===== src/rtl/rl_pkg.sv =====
// Shared constants and write-port encoding for the credit rate limiter bank.
// Assumes 32-bit credits in offset form with bit 31 as the zero marker.
package rl_pkg;
    localparam int          CRD_W      = 32;
    localparam logic [31:0] CRD_ZERO   = 32'h8000_0000;
    localparam logic [31:0] CRD_CEIL   = CRD_ZERO + 32'd62_500_000;
    localparam logic [31:0] INC_MAX    = 32'd43_750_000;
    localparam int          PERIOD_RST = 125;

    typedef enum logic [1:0] {
        CFG_ENABLE = 2'd0,
        CFG_PERIOD = 2'd1,
        CFG_INC    = 2'd2,
        CFG_CREDIT = 2'd3
    } cfg_op_e;
endpackage


===== src/rtl/rl_cfg_regs.sv =====
// Configuration register file: global enable, refill period and per-limiter
// increments. It checks increments against the legal maximum and decodes the
// per-limiter credit load strobes. Assumes single-cycle writes.
module rl_cfg_regs
    import rl_pkg::*;
#(
    parameter int NUM_LIM = 4,
    parameter int PER_W   = 16,
    localparam int ID_W   = (NUM_LIM > 1) ? $clog2(NUM_LIM) : 1
) (
    input  logic                            clk,
    input  logic                            rst_n,
    input  logic                            cfg_valid,
    input  logic [1:0]                      cfg_sel,
    input  logic [ID_W-1:0]                 cfg_id,
    input  logic [31:0]                     cfg_data,
    output logic                            lim_en,
    output logic [PER_W-1:0]                lim_period,
    output logic                            period_wr,
    output logic [NUM_LIM-1:0][CRD_W-1:0]   inc_vec,
    output logic [NUM_LIM-1:0]              zero_ld,
    output logic [NUM_LIM-1:0]              val_ld,
    output logic                            cfg_err
);
    logic inc_wr, inc_ok, id_ok;

    assign id_ok     = int'(cfg_id) < NUM_LIM;
    assign inc_wr    = cfg_valid && (cfg_sel == CFG_INC);
    assign inc_ok    = inc_wr && (cfg_data <= INC_MAX);
    assign period_wr = cfg_valid && (cfg_sel == CFG_PERIOD);

    // Register writes, with the error pulse for a refused increment
    always_ff @(posedge clk) begin
        if (!rst_n) begin
            lim_en     <= 1'b0;
            lim_period <= PER_W'(PERIOD_RST);
            cfg_err    <= 1'b0;
            inc_vec    <= '0;
        end else begin
            cfg_err <= inc_wr && !inc_ok;
            if (cfg_valid && cfg_sel == CFG_ENABLE) lim_en <= cfg_data[0];
            if (period_wr) lim_period <= cfg_data[PER_W-1:0];
            if (inc_ok && id_ok) inc_vec[cfg_id] <= cfg_data;
        end
    end

    // Per-limiter credit load strobes
    for (genvar gi = 0; gi < NUM_LIM; gi++) begin : g_ld
        assign zero_ld[gi] = inc_ok && (cfg_id == ID_W'(gi));
        assign val_ld[gi]  = cfg_valid && (cfg_sel == CFG_CREDIT) && (cfg_id == ID_W'(gi));
    end
endmodule


===== src/rtl/rl_period_timer.sv =====
// Refill period timer. It counts enabled clocks and pulses tick on the clock
// where the count reaches the period, then restarts. It is held at zero
// while disabled and cleared when the period is rewritten.
module rl_period_timer #(
    parameter int PER_W = 16
) (
    input  logic             clk,
    input  logic             rst_n,
    input  logic             en,
    input  logic [PER_W-1:0] period,
    input  logic             restart,
    output logic             tick
);
    logic [PER_W-1:0] cnt;

    assign tick = en && (((PER_W+1)'(cnt) + (PER_W+1)'(1)) >= (PER_W+1)'(period));

    // Count advance and wrap
    always_ff @(posedge clk) begin
        if (!rst_n)                        cnt <= '0;
        else if (!en || restart || tick)   cnt <= '0;
        else                               cnt <= cnt + 1'b1;
    end
endmodule


===== src/rtl/rl_credit_cell.sv =====
// One limiter's credit counter in offset form. A refill adds the increment
// and clamps at the ceiling. A consume then subtracts, with a floor at raw
// zero. Loads override both. Assumes BYTE_W < 32.
module rl_credit_cell
    import rl_pkg::*;
#(
    parameter int BYTE_W = 16
) (
    input  logic              clk,
    input  logic              rst_n,
    input  logic              tick,
    input  logic [CRD_W-1:0]  inc,
    input  logic              zero_ld,
    input  logic              val_ld,
    input  logic [CRD_W-1:0]  ld_data,
    input  logic              use_hit,
    input  logic [BYTE_W-1:0] use_bytes,
    output logic [CRD_W-1:0]  credit
);
    logic [CRD_W:0]   sum;
    logic [CRD_W-1:0] refilled, drained, bytes_ext;

    // Refill with clamp, then saturating deduction
    always_comb begin
        sum       = {1'b0, credit} + {1'b0, inc};
        bytes_ext = CRD_W'(use_bytes);
        refilled  = credit;
        if (tick) refilled = (sum > {1'b0, CRD_CEIL}) ? CRD_CEIL : sum[CRD_W-1:0];
        drained = refilled;
        if (use_hit) drained = (refilled < bytes_ext) ? '0 : refilled - bytes_ext;
    end

    // Credit register update with load priority
    always_ff @(posedge clk) begin
        if (!rst_n)       credit <= CRD_ZERO;
        else if (zero_ld) credit <= CRD_ZERO;
        else if (val_ld)  credit <= ld_data;
        else              credit <= drained;
    end
endmodule


===== src/rtl/rate_limiter_bank.sv =====
// Bank of NUM_LIM credit rate limiters sharing one refill timer. Eligibility
// is forced high while the bank is disabled. Assumes use_id and cfg_id only
// address existing limiters.
module rate_limiter_bank
    import rl_pkg::*;
#(
    parameter int NUM_LIM = 4,
    parameter int BYTE_W  = 16,
    parameter int PER_W   = 16,
    localparam int ID_W   = (NUM_LIM > 1) ? $clog2(NUM_LIM) : 1
) (
    input  logic               clk,
    input  logic               rst_n,
    input  logic               cfg_valid,
    input  logic [1:0]         cfg_sel,
    input  logic [ID_W-1:0]    cfg_id,
    input  logic [31:0]        cfg_data,
    input  logic               use_valid,
    input  logic [ID_W-1:0]    use_id,
    input  logic [BYTE_W-1:0]  use_bytes,
    output logic [NUM_LIM-1:0] eligible,
    output logic               cfg_err,
    output logic               refill_tick
);
    logic                          lim_en, period_wr, tick;
    logic [PER_W-1:0]              lim_period;
    logic [NUM_LIM-1:0][CRD_W-1:0] inc_vec, crd_vec;
    logic [NUM_LIM-1:0]            zero_ld, val_ld, use_hit;

    rl_cfg_regs #(.NUM_LIM(NUM_LIM), .PER_W(PER_W)) u_cfg (
        .clk(clk), .rst_n(rst_n), .cfg_valid(cfg_valid), .cfg_sel(cfg_sel),
        .cfg_id(cfg_id), .cfg_data(cfg_data), .lim_en(lim_en),
        .lim_period(lim_period), .period_wr(period_wr), .inc_vec(inc_vec),
        .zero_ld(zero_ld), .val_ld(val_ld), .cfg_err(cfg_err)
    );

    rl_period_timer #(.PER_W(PER_W)) u_tmr (
        .clk(clk), .rst_n(rst_n), .en(lim_en), .period(lim_period),
        .restart(period_wr), .tick(tick)
    );

    for (genvar gi = 0; gi < NUM_LIM; gi++) begin : g_lim
        assign use_hit[gi] = use_valid && (use_id == ID_W'(gi));

        rl_credit_cell #(.BYTE_W(BYTE_W)) u_cell (
            .clk(clk), .rst_n(rst_n), .tick(tick), .inc(inc_vec[gi]),
            .zero_ld(zero_ld[gi]), .val_ld(val_ld[gi]), .ld_data(cfg_data),
            .use_hit(use_hit[gi]), .use_bytes(use_bytes), .credit(crd_vec[gi])
        );

        assign eligible[gi] = !lim_en || crd_vec[gi][CRD_W-1];
    end

    assign refill_tick = tick;
endmodule


===== config.mk =====
export PLATFORM = sky130hd
export DESIGN_NAME = rate_limiter_bank
export DESIGN_NICKNAME = d
export VERILOG_FILES = /design/src/rtl/rl_pkg.sv /design/src/rtl/rl_cfg_regs.sv /design/src/rtl/rl_period_timer.sv /design/src/rtl/rl_credit_cell.sv /design/src/rtl/rate_limiter_bank.sv
export SDC_FILE = /design/constraint.sdc
export NUM_CORES = 1
export LEC_CHECK = 0
export ABC_CLOCK_PERIOD_IN_PS = 9000
export BUFFER_PORTS_ARGS = -buffer_cell sky130_fd_sc_hd__buf_2
export CORE_MARGIN = 5
export CORE_UTILIZATION = 30
export DETAILED_ROUTE_END_ITERATION = 10
export GPL_ROUTABILITY_DRIVEN = 1
export GPL_TIMING_DRIVEN = 1
export MAX_ROUTING_LAYER = met4
export PLACE_DENSITY = 0.43
export SETUP_SLACK_MARGIN = 0.05
export SYNTH_ARGS = -nofsm -noshare
export SYNTH_HDL_FRONTEND = slang
export SYNTH_SLANG_ARGS = --single-unit

===== constraint.sdc =====
create_clock -name clk -period 9 [get_ports clk]
set_input_delay 1.35 -clock clk [delete_from_list [all_inputs] [get_ports clk]]
set_output_delay 1.35 -clock clk [all_outputs]
set_load 0.02 [all_outputs]

==> flow_metrics.py, run 1 <==
metrics = {
    "cts": {
        "htree_levels": 2,
        "cts_root_buf": "clkbuf_16",
        "clock-sinks": 290,
        "path_clk_slew_ns": 0.06,
        "clk_path_buf_depth": 3,
        "cts_tree": "done",
        "cts_hold_buf": 0,
        "clk_latency_ns": 0.61,
        "cts_buffers": 42,
    },
    "floorplan": {
        "boundaryPins": 64,
        "die-width_um": 305,
        "core_um2": 86600,
        "row_count": 108,
        "die-area_um2": 93100,
        "die_h_um": 305,
        "initial_utilization_pct": 30.2,
    },
    "worst_setup_path": {
        "cp-start-kind": "flip-flop",
        "worstPathRequired_ns": 9.54,
        "crit_fanout": 8,
        "critPathKind": "reg -> reg",
        "crit_path_end_kind": "flip-flop",
        "cp.arrival_ns": 8.97,
        "slowest_stage": "or4b_4",
        "cpMostUsedCell": "a21oi_1",
        "cpPeakStageDelay_ns": 0.54,
    },
    "route": {
        "vias": 26300,
        "wl_per_cell_um": 23.1,
        "drc_errors": 0,
        "via_per_inst": 5.61,
        "wl_um": 108000,
        "drt-pass1-iter-count": 8,
        "ant_nets": 0,
        "dr.first_iter.drc_count": 1886,
    },
    "power": {
        "ir_drop_uv": 124,
        "leakage_nw": 11.9,
        "cellPowerDensity_nw_per_um2": 140,
        "total_power_mw": 4.07,
    },
    "job": {
        "drv_cap": 0,
    },
    "cells_and_area": {
        "layout-drive-gt1-share_pct": 7.12,
        "nets": 3784,
        "fin_util_pct": 33.5,
        "num-fill-cells": 9409,
        "final_cells": 4697,
        "mostFrequentLayoutCells": "542 x nand2_1, 312 x a21oi_1, 290 x dfxtp_1",
        "layout_commonest_cell": "nand2_1",
        "area_delta_synth_final_pct": 11.2,
    },
    "timing": {
        "fmax_mhz": 119,
        "setup_viol": 0,
        "slew_violations": 0,
        "timing.final.crit_share_pct": 93.7,
        "slew_headroom_pct": 20.3,
        "min_period_ns": 8.44,
        "skew_ns": 0.0287,
        "worst_pin_slew_ns": 1.19,
        "hold_violations": 0,
        "rsz0062_at_grt": "true",
    },
    "synth": {
        "netlist_area_um2": 26100,
        "synth_ff_type": "dfxtp_1",
        "synth-seq-cells": 290,
        "async_flop_share_pct": 0,
        "ys_seq_area_share_pct": 22.2,
        "synth_area_leader_cell": "dfxtp_1",
        "synth_nets": 3825,
        "synth-edff-count": 0,
        "synthDominantCellAreaShare_pct": 22.2,
        "syn_avg_cell_area_um2": 7.37,
        "ys_warn_count": 0,
        "netlist_top_cells_area": "dfxtp_1 22%, ha_1 10%, nand2_1 7.8%",
        "syn_inst": 3546,
        "ys_types": 99,
    },
    "placed_design": {
        "port_buffers": 63,
        "numPlacedInstances": 4615,
        "hpwl_um": 79800,
        "place.gp.congestion": 0.877,
    },
    "global_route": {
        "grt_pass1_wl_um": 161000,
        "grtUsageTotal_pct": 22.8,
        "grt_overflow": 0,
        "grt_antenna_before_repair": 10,
        "grt_max_degree": 70,
        "grt_pass1_vias": 25400,
    },
    "hold_path": {
        "hold_class": "reg -> reg",
    },
    "status": {
        "status": "completed",
    },
}
==> final timing paths <==
path,startpoint,endpoint,slack [ns],cells past startpoint
worst min-delay path,u_cfg.lim_period[1]$_SDFFE_PN0P_,u_cfg.lim_period[1]$_SDFFE_PN0P_,0.46,2
worst min register to register,u_cfg.lim_period[1]$_SDFFE_PN0P_,u_cfg.lim_period[1]$_SDFFE_PN0P_,0.46,2
worst max-delay path,g_lim[3].u_cell.credit[0]$_SDFF_PP0_,g_lim[3].u_cell.credit[30]$_SDFF_PP0_,0.56,34
worst max register to register,g_lim[3].u_cell.credit[0]$_SDFF_PP0_,g_lim[3].u_cell.credit[30]$_SDFF_PP0_,0.56,34
==> critical path: cells and delay by family (launching register included) <==
family	cells	cell delay [ns]
multiplexers	1	0.14
XOR/XNOR	1	0.16
flip-flops	1	0.33
AND/OR/NAND/NOR	6	1.71
adder cells (fa/ha/maj)	4	1.22
buffers and inverters	4	0.51
AO/OA/AOI/OAI	18	4.27
==> sequential cells by signal, summed over array words and instances (netlist names) <==
name,flops
u_cfg.lim_en,1
g_lim.u_cell.credit,128
u_tmr.cnt,16
u_cfg.cfg_err,1
u_cfg.lim_period,16
u_cfg.inc_vec,128
==> synth_stat cells (36+ instances only) <==
cell type and n:
nor3_1 85, xor2_1 89, o211ai_1 41, ha_1 213, and3_1 64, nor2b_1 47
nand2b_1 43, nor2_1 207, nand3_1 70, a21oi_1 312, o21ai_0 226, a21o_1 90
xnor2_1 120, nand2_1 543, a21boi_0 127, dfxtp_1 290, nand4_1 36, clkbuf_1 176
or3_1 37, inv_1 98
==> routing by layer <==
layer	track usage, %	routed length [µm]	vias up
li1	-	-	12900
met1	30.5	50300	12700
met2	37.7	50800	677
met3	2.24	4830	119
met4	4.86	2350	0
met5	-	0	-
==> cells by family after synthesis <==
family | Yosys count | share of synthesized area, %
compound gates | 1238 | 31.7
xor+xnor | 209 | 7.01
fa+ha+maj | 221 | 10.8
buf+inv | 293 | 4.27
flops | 290 | 22.2
mux | 13 | 0.508
simple gates | 1282 | 23.4
==> where the power goes <==
group	switching, mW	internal [mW]	total, mW
Clock	0.731	1.11	1.84
Sequential	0.0507	1.33	1.38
Combinational	0.536	0.316	0.853
==> stage by stage <==
step / setup WS [ns] / hold slack, ns / TNS (ns) / instance area (µm²)
finish: 0.565 / 0.463 / 0 / 29000
global route: -0.132 / 0.484 / -0.132 / 29000
CTS: 0.452 / 0.467 / 0 / 29000
detailed placement: 0.483 / 0.459 / 0 / 27500
global placement: 0.579 / 0.456 / 0 / 27500
floorplan: 1.19 / 0.433 / 0 / 26100
==> cell type report <==
class / instances / area (µm²) / area share, %
Tap cell: 1155 / 1450 / 4.98
Inverter: 99 / 374 / 1.29
Sequential cell: 290 / 5810 / 20.0
Antenna cell: 3 / 7.51 / 0.0258
Timing Repair Buffer: 109 / 663 / 2.28
Clock inverter: 22 / 315 / 1.09
Multi-Input combinational cell: 2963 / 19300 / 66.3
Clock buffer: 56 / 1180 / 4.07
==> what timing repair did <==
item | CTS | global route
resized for setup | 0 | 7
setup endpoints to repair | 0 | 45
buffers inserted | 0 | 1
Power figures use the tool's default switching activity.
==> run 2, diff against run 1 <==
--- a/config.mk
+++ b/config.mk
@@ -7,13 +7,15 @@
 export LEC_CHECK = 0
 export ABC_CLOCK_PERIOD_IN_PS = 9000
 export BUFFER_PORTS_ARGS = -buffer_cell sky130_fd_sc_hd__buf_2
+export CELL_PAD_IN_SITES_DETAIL_PLACEMENT = 1
+export CELL_PAD_IN_SITES_GLOBAL_PLACEMENT = 2
 export CORE_MARGIN = 5
 export CORE_UTILIZATION = 30
 export DETAILED_ROUTE_END_ITERATION = 10
 export GPL_ROUTABILITY_DRIVEN = 1
 export GPL_TIMING_DRIVEN = 1
 export MAX_ROUTING_LAYER = met4
-export PLACE_DENSITY = 0.43
+export PLACE_DENSITY = 0.66
 export SETUP_SLACK_MARGIN = 0.05
 export SYNTH_ARGS = -nofsm -noshare
 export SYNTH_HDL_FRONTEND = slang
==> run 2 against run 1 <==
Net effect: die area did not move; total power is 0.21% lower; non-clock buffer count is 12 higher; clock skew decreased by 0.010 ns; worst hold slack worse by 0.00089 ns; register-to-register slack improved by 0.07 ns; cell count grew 0.43%; count of clock-buffer cells in the layout down 1; highest routed layer unchanged.
==> flow_metrics.py, run 2 (synthesis results as in run 1) <==
metrics = {
    "worst_setup_path": {
        "crit_fanout": 8,
        "ff2ff_setup_slack_ns": 0.64,
        "cp-start-kind": "flip-flop",
        "worstPathRequired_ns": 9.50,
        "cpPeakStageDelay_ns": 0.54,
        "critPathKind": "reg -> reg",
        "crit_path_end_kind": "flip-flop",
        "slowest_stage": "or4b_4",
        "cp.arrival_ns": 8.87,
        "cpMostUsedCell": "a21oi_1",
    },
    "placed_design": {
        "port_buffers": 63,
        "post_dp_cell_area_um2": 27600,
        "place.gp.congestion": 0.873,
        "hpwl_um": 84000,
    },
    "cts": {
        "htree_levels": 2,
        "cts_hold_buf": 0,
        "cts_root_buf": "clkbuf_16",
        "path_clk_slew_ns": 0.06,
        "cts_tree": "done",
        "clock-sinks": 290,
        "clk_path_buf_depth": 3,
        "cts_buffers": 44,
        "clk_latency_ns": 0.59,
    },
    "cells_and_area": {
        "area_delta_synth_final_pct": 11.6,
        "largestRegisters": "g_lim.u_cell.credit: 128 flops, u_cfg.inc_vec: 128 flops",
        "layout_commonest_cell": "nand2_1",
        "layout-drive-gt1-share_pct": 7.62,
        "fin_area_um2": 29200,
        "nets": 3799,
        "mostFrequentLayoutCells": "541 x nand2_1, 311 x a21oi_1, 290 x dfxtp_1",
    },
    "floorplan": {
        "initial_utilization_pct": 30.2,
        "die_h_um": 305,
        "die-width_um": 305,
        "core_um2": 86600,
        "row_count": 108,
        "die-area_um2": 93100,
        "boundaryPins": 64,
    },
    "global_route": {
        "grt_pass1_vias": 27400,
        "grt_pass1_wl_um": 173000,
        "grt_max_degree": 65,
        "grt_overflow": 0,
        "grtUsageTotal_pct": 24.4,
        "grt_antenna_before_repair": 11,
    },
    "timing": {
        "fmax_mhz": 120,
        "rsz0062_at_grt": "false",
        "min_period_ns": 8.36,
        "hold_violations": 0,
        "worst_pin_slew_ns": 1.29,
        "timing.final.crit_share_pct": 92.9,
        "skew_ns": 0.0188,
        "setup_viol": 0,
        "slew_violations": 0,
        "fin_tns_setup_ns": 0,
        "slew_headroom_pct": 13.8,
    },
    "route": {
        "via_per_inst": 5.66,
        "dr.first_iter.drc_count": 1393,
        "vias": 26700,
        "wl_per_cell_um": 24.4,
        "drc_errors": 0,
        "ant_nets": 0,
        "wl_um": 115000,
        "drt-pass1-iter-count": 5,
    },
    "job": {
        "drv_cap": 0,
    },
    "status": {
        "status": "completed",
    },
    "power": {
        "leakage_nw": 11.9,
        "cellPowerDensity_nw_per_um2": 139,
        "ir_drop_uv": 130,
    },
    "hold_path": {
        "hold_class": "reg -> reg",
    },
}
==> run 2: changes by cell type in the layout (fill, tap and decap cells not counted), moves of 3 or more <==
cell / before / now
clkinvlp_4: 3 / 8
o21ai_0: 225 / 222
diode_2: 3 / 7
clkbuf_16: 42 / 45
buf_4: 47 / 59
==> run 2: metrics by stage <==
step	hold WS [ns]	setup slack [ns]	util (%)	instances	total power [mW]
final	0.462	0.637	33.7	4717	4.06
after global routing	0.478	0.0780	33.7	4717	4.24
after CTS	0.469	0.513	33.6	4707	4.11
after detailed placement	0.461	0.601	31.8	4626	2.27
after global placement	0.453	0.736	31.8	4626	2.27
after floorplan	0.433	1.19	-	3546	1.97
==> run 2: worst max-delay path: cells and delay by family (launching register included) <==
kind	cells	cell delay [ns]
xor gates and xnor gates	1	0.17
AOI/OAI and AO/OA	18	4.11
adders and majority gates	4	1.20
buffers and inverters	4	0.52
DFF	1	0.35
and+or+nand+nor	6	1.77
muxes	1	0.13
==> run 2: power breakdown <==
part	switching [mW]	internal, mW
Sequential	0.0503	1.33
Combinational	0.550	0.323
Clock	0.727	1.08
Total	1.33	2.73
==> run 2: path summary, 6_finish.rpt <==
path                                                           start                                     to  cells after the start
worst min-delay path               u_cfg.lim_period[10]$_SDFFE_PN0P_      u_cfg.lim_period[10]$_SDFFE_PN0P_                      2
worst min register to register     u_cfg.lim_period[10]$_SDFFE_PN0P_      u_cfg.lim_period[10]$_SDFFE_PN0P_                      2
worst max-delay path            g_lim[3].u_cell.credit[0]$_SDFF_PP0_  g_lim[3].u_cell.credit[30]$_SDFF_PP0_                     34
worst max register to register  g_lim[3].u_cell.credit[0]$_SDFF_PP0_  g_lim[3].u_cell.credit[30]$_SDFF_PP0_                     34
==> run 2: area by class of cell <==
type                       instances  area (µm²)
fill                           10600       57500
multi-input combinational       2964       19300
sequential                       290        5810
tap                             1155        1450
clock buffer                      55        1220
timing repair buffer             121         753
inverter                          99         374
clock inverter                    26         269
antenna                            7        17.5
==> run 2: what timing repair did <==
| item | 4_1_cts | 5_1_grt |
|---|---|---|
| endpoints found under the setup margin | 0 | 39 |
| resized for setup | 0 | 10 |
| setup buffers | 0 | 2 |
==> run 2: routing by layer <==
layer	track usage, %	part of all wire [%]
met5	-	0
met4	6.57	3.0
met3	2.99	4.0
met2	40.5	47
met1	31.5	46
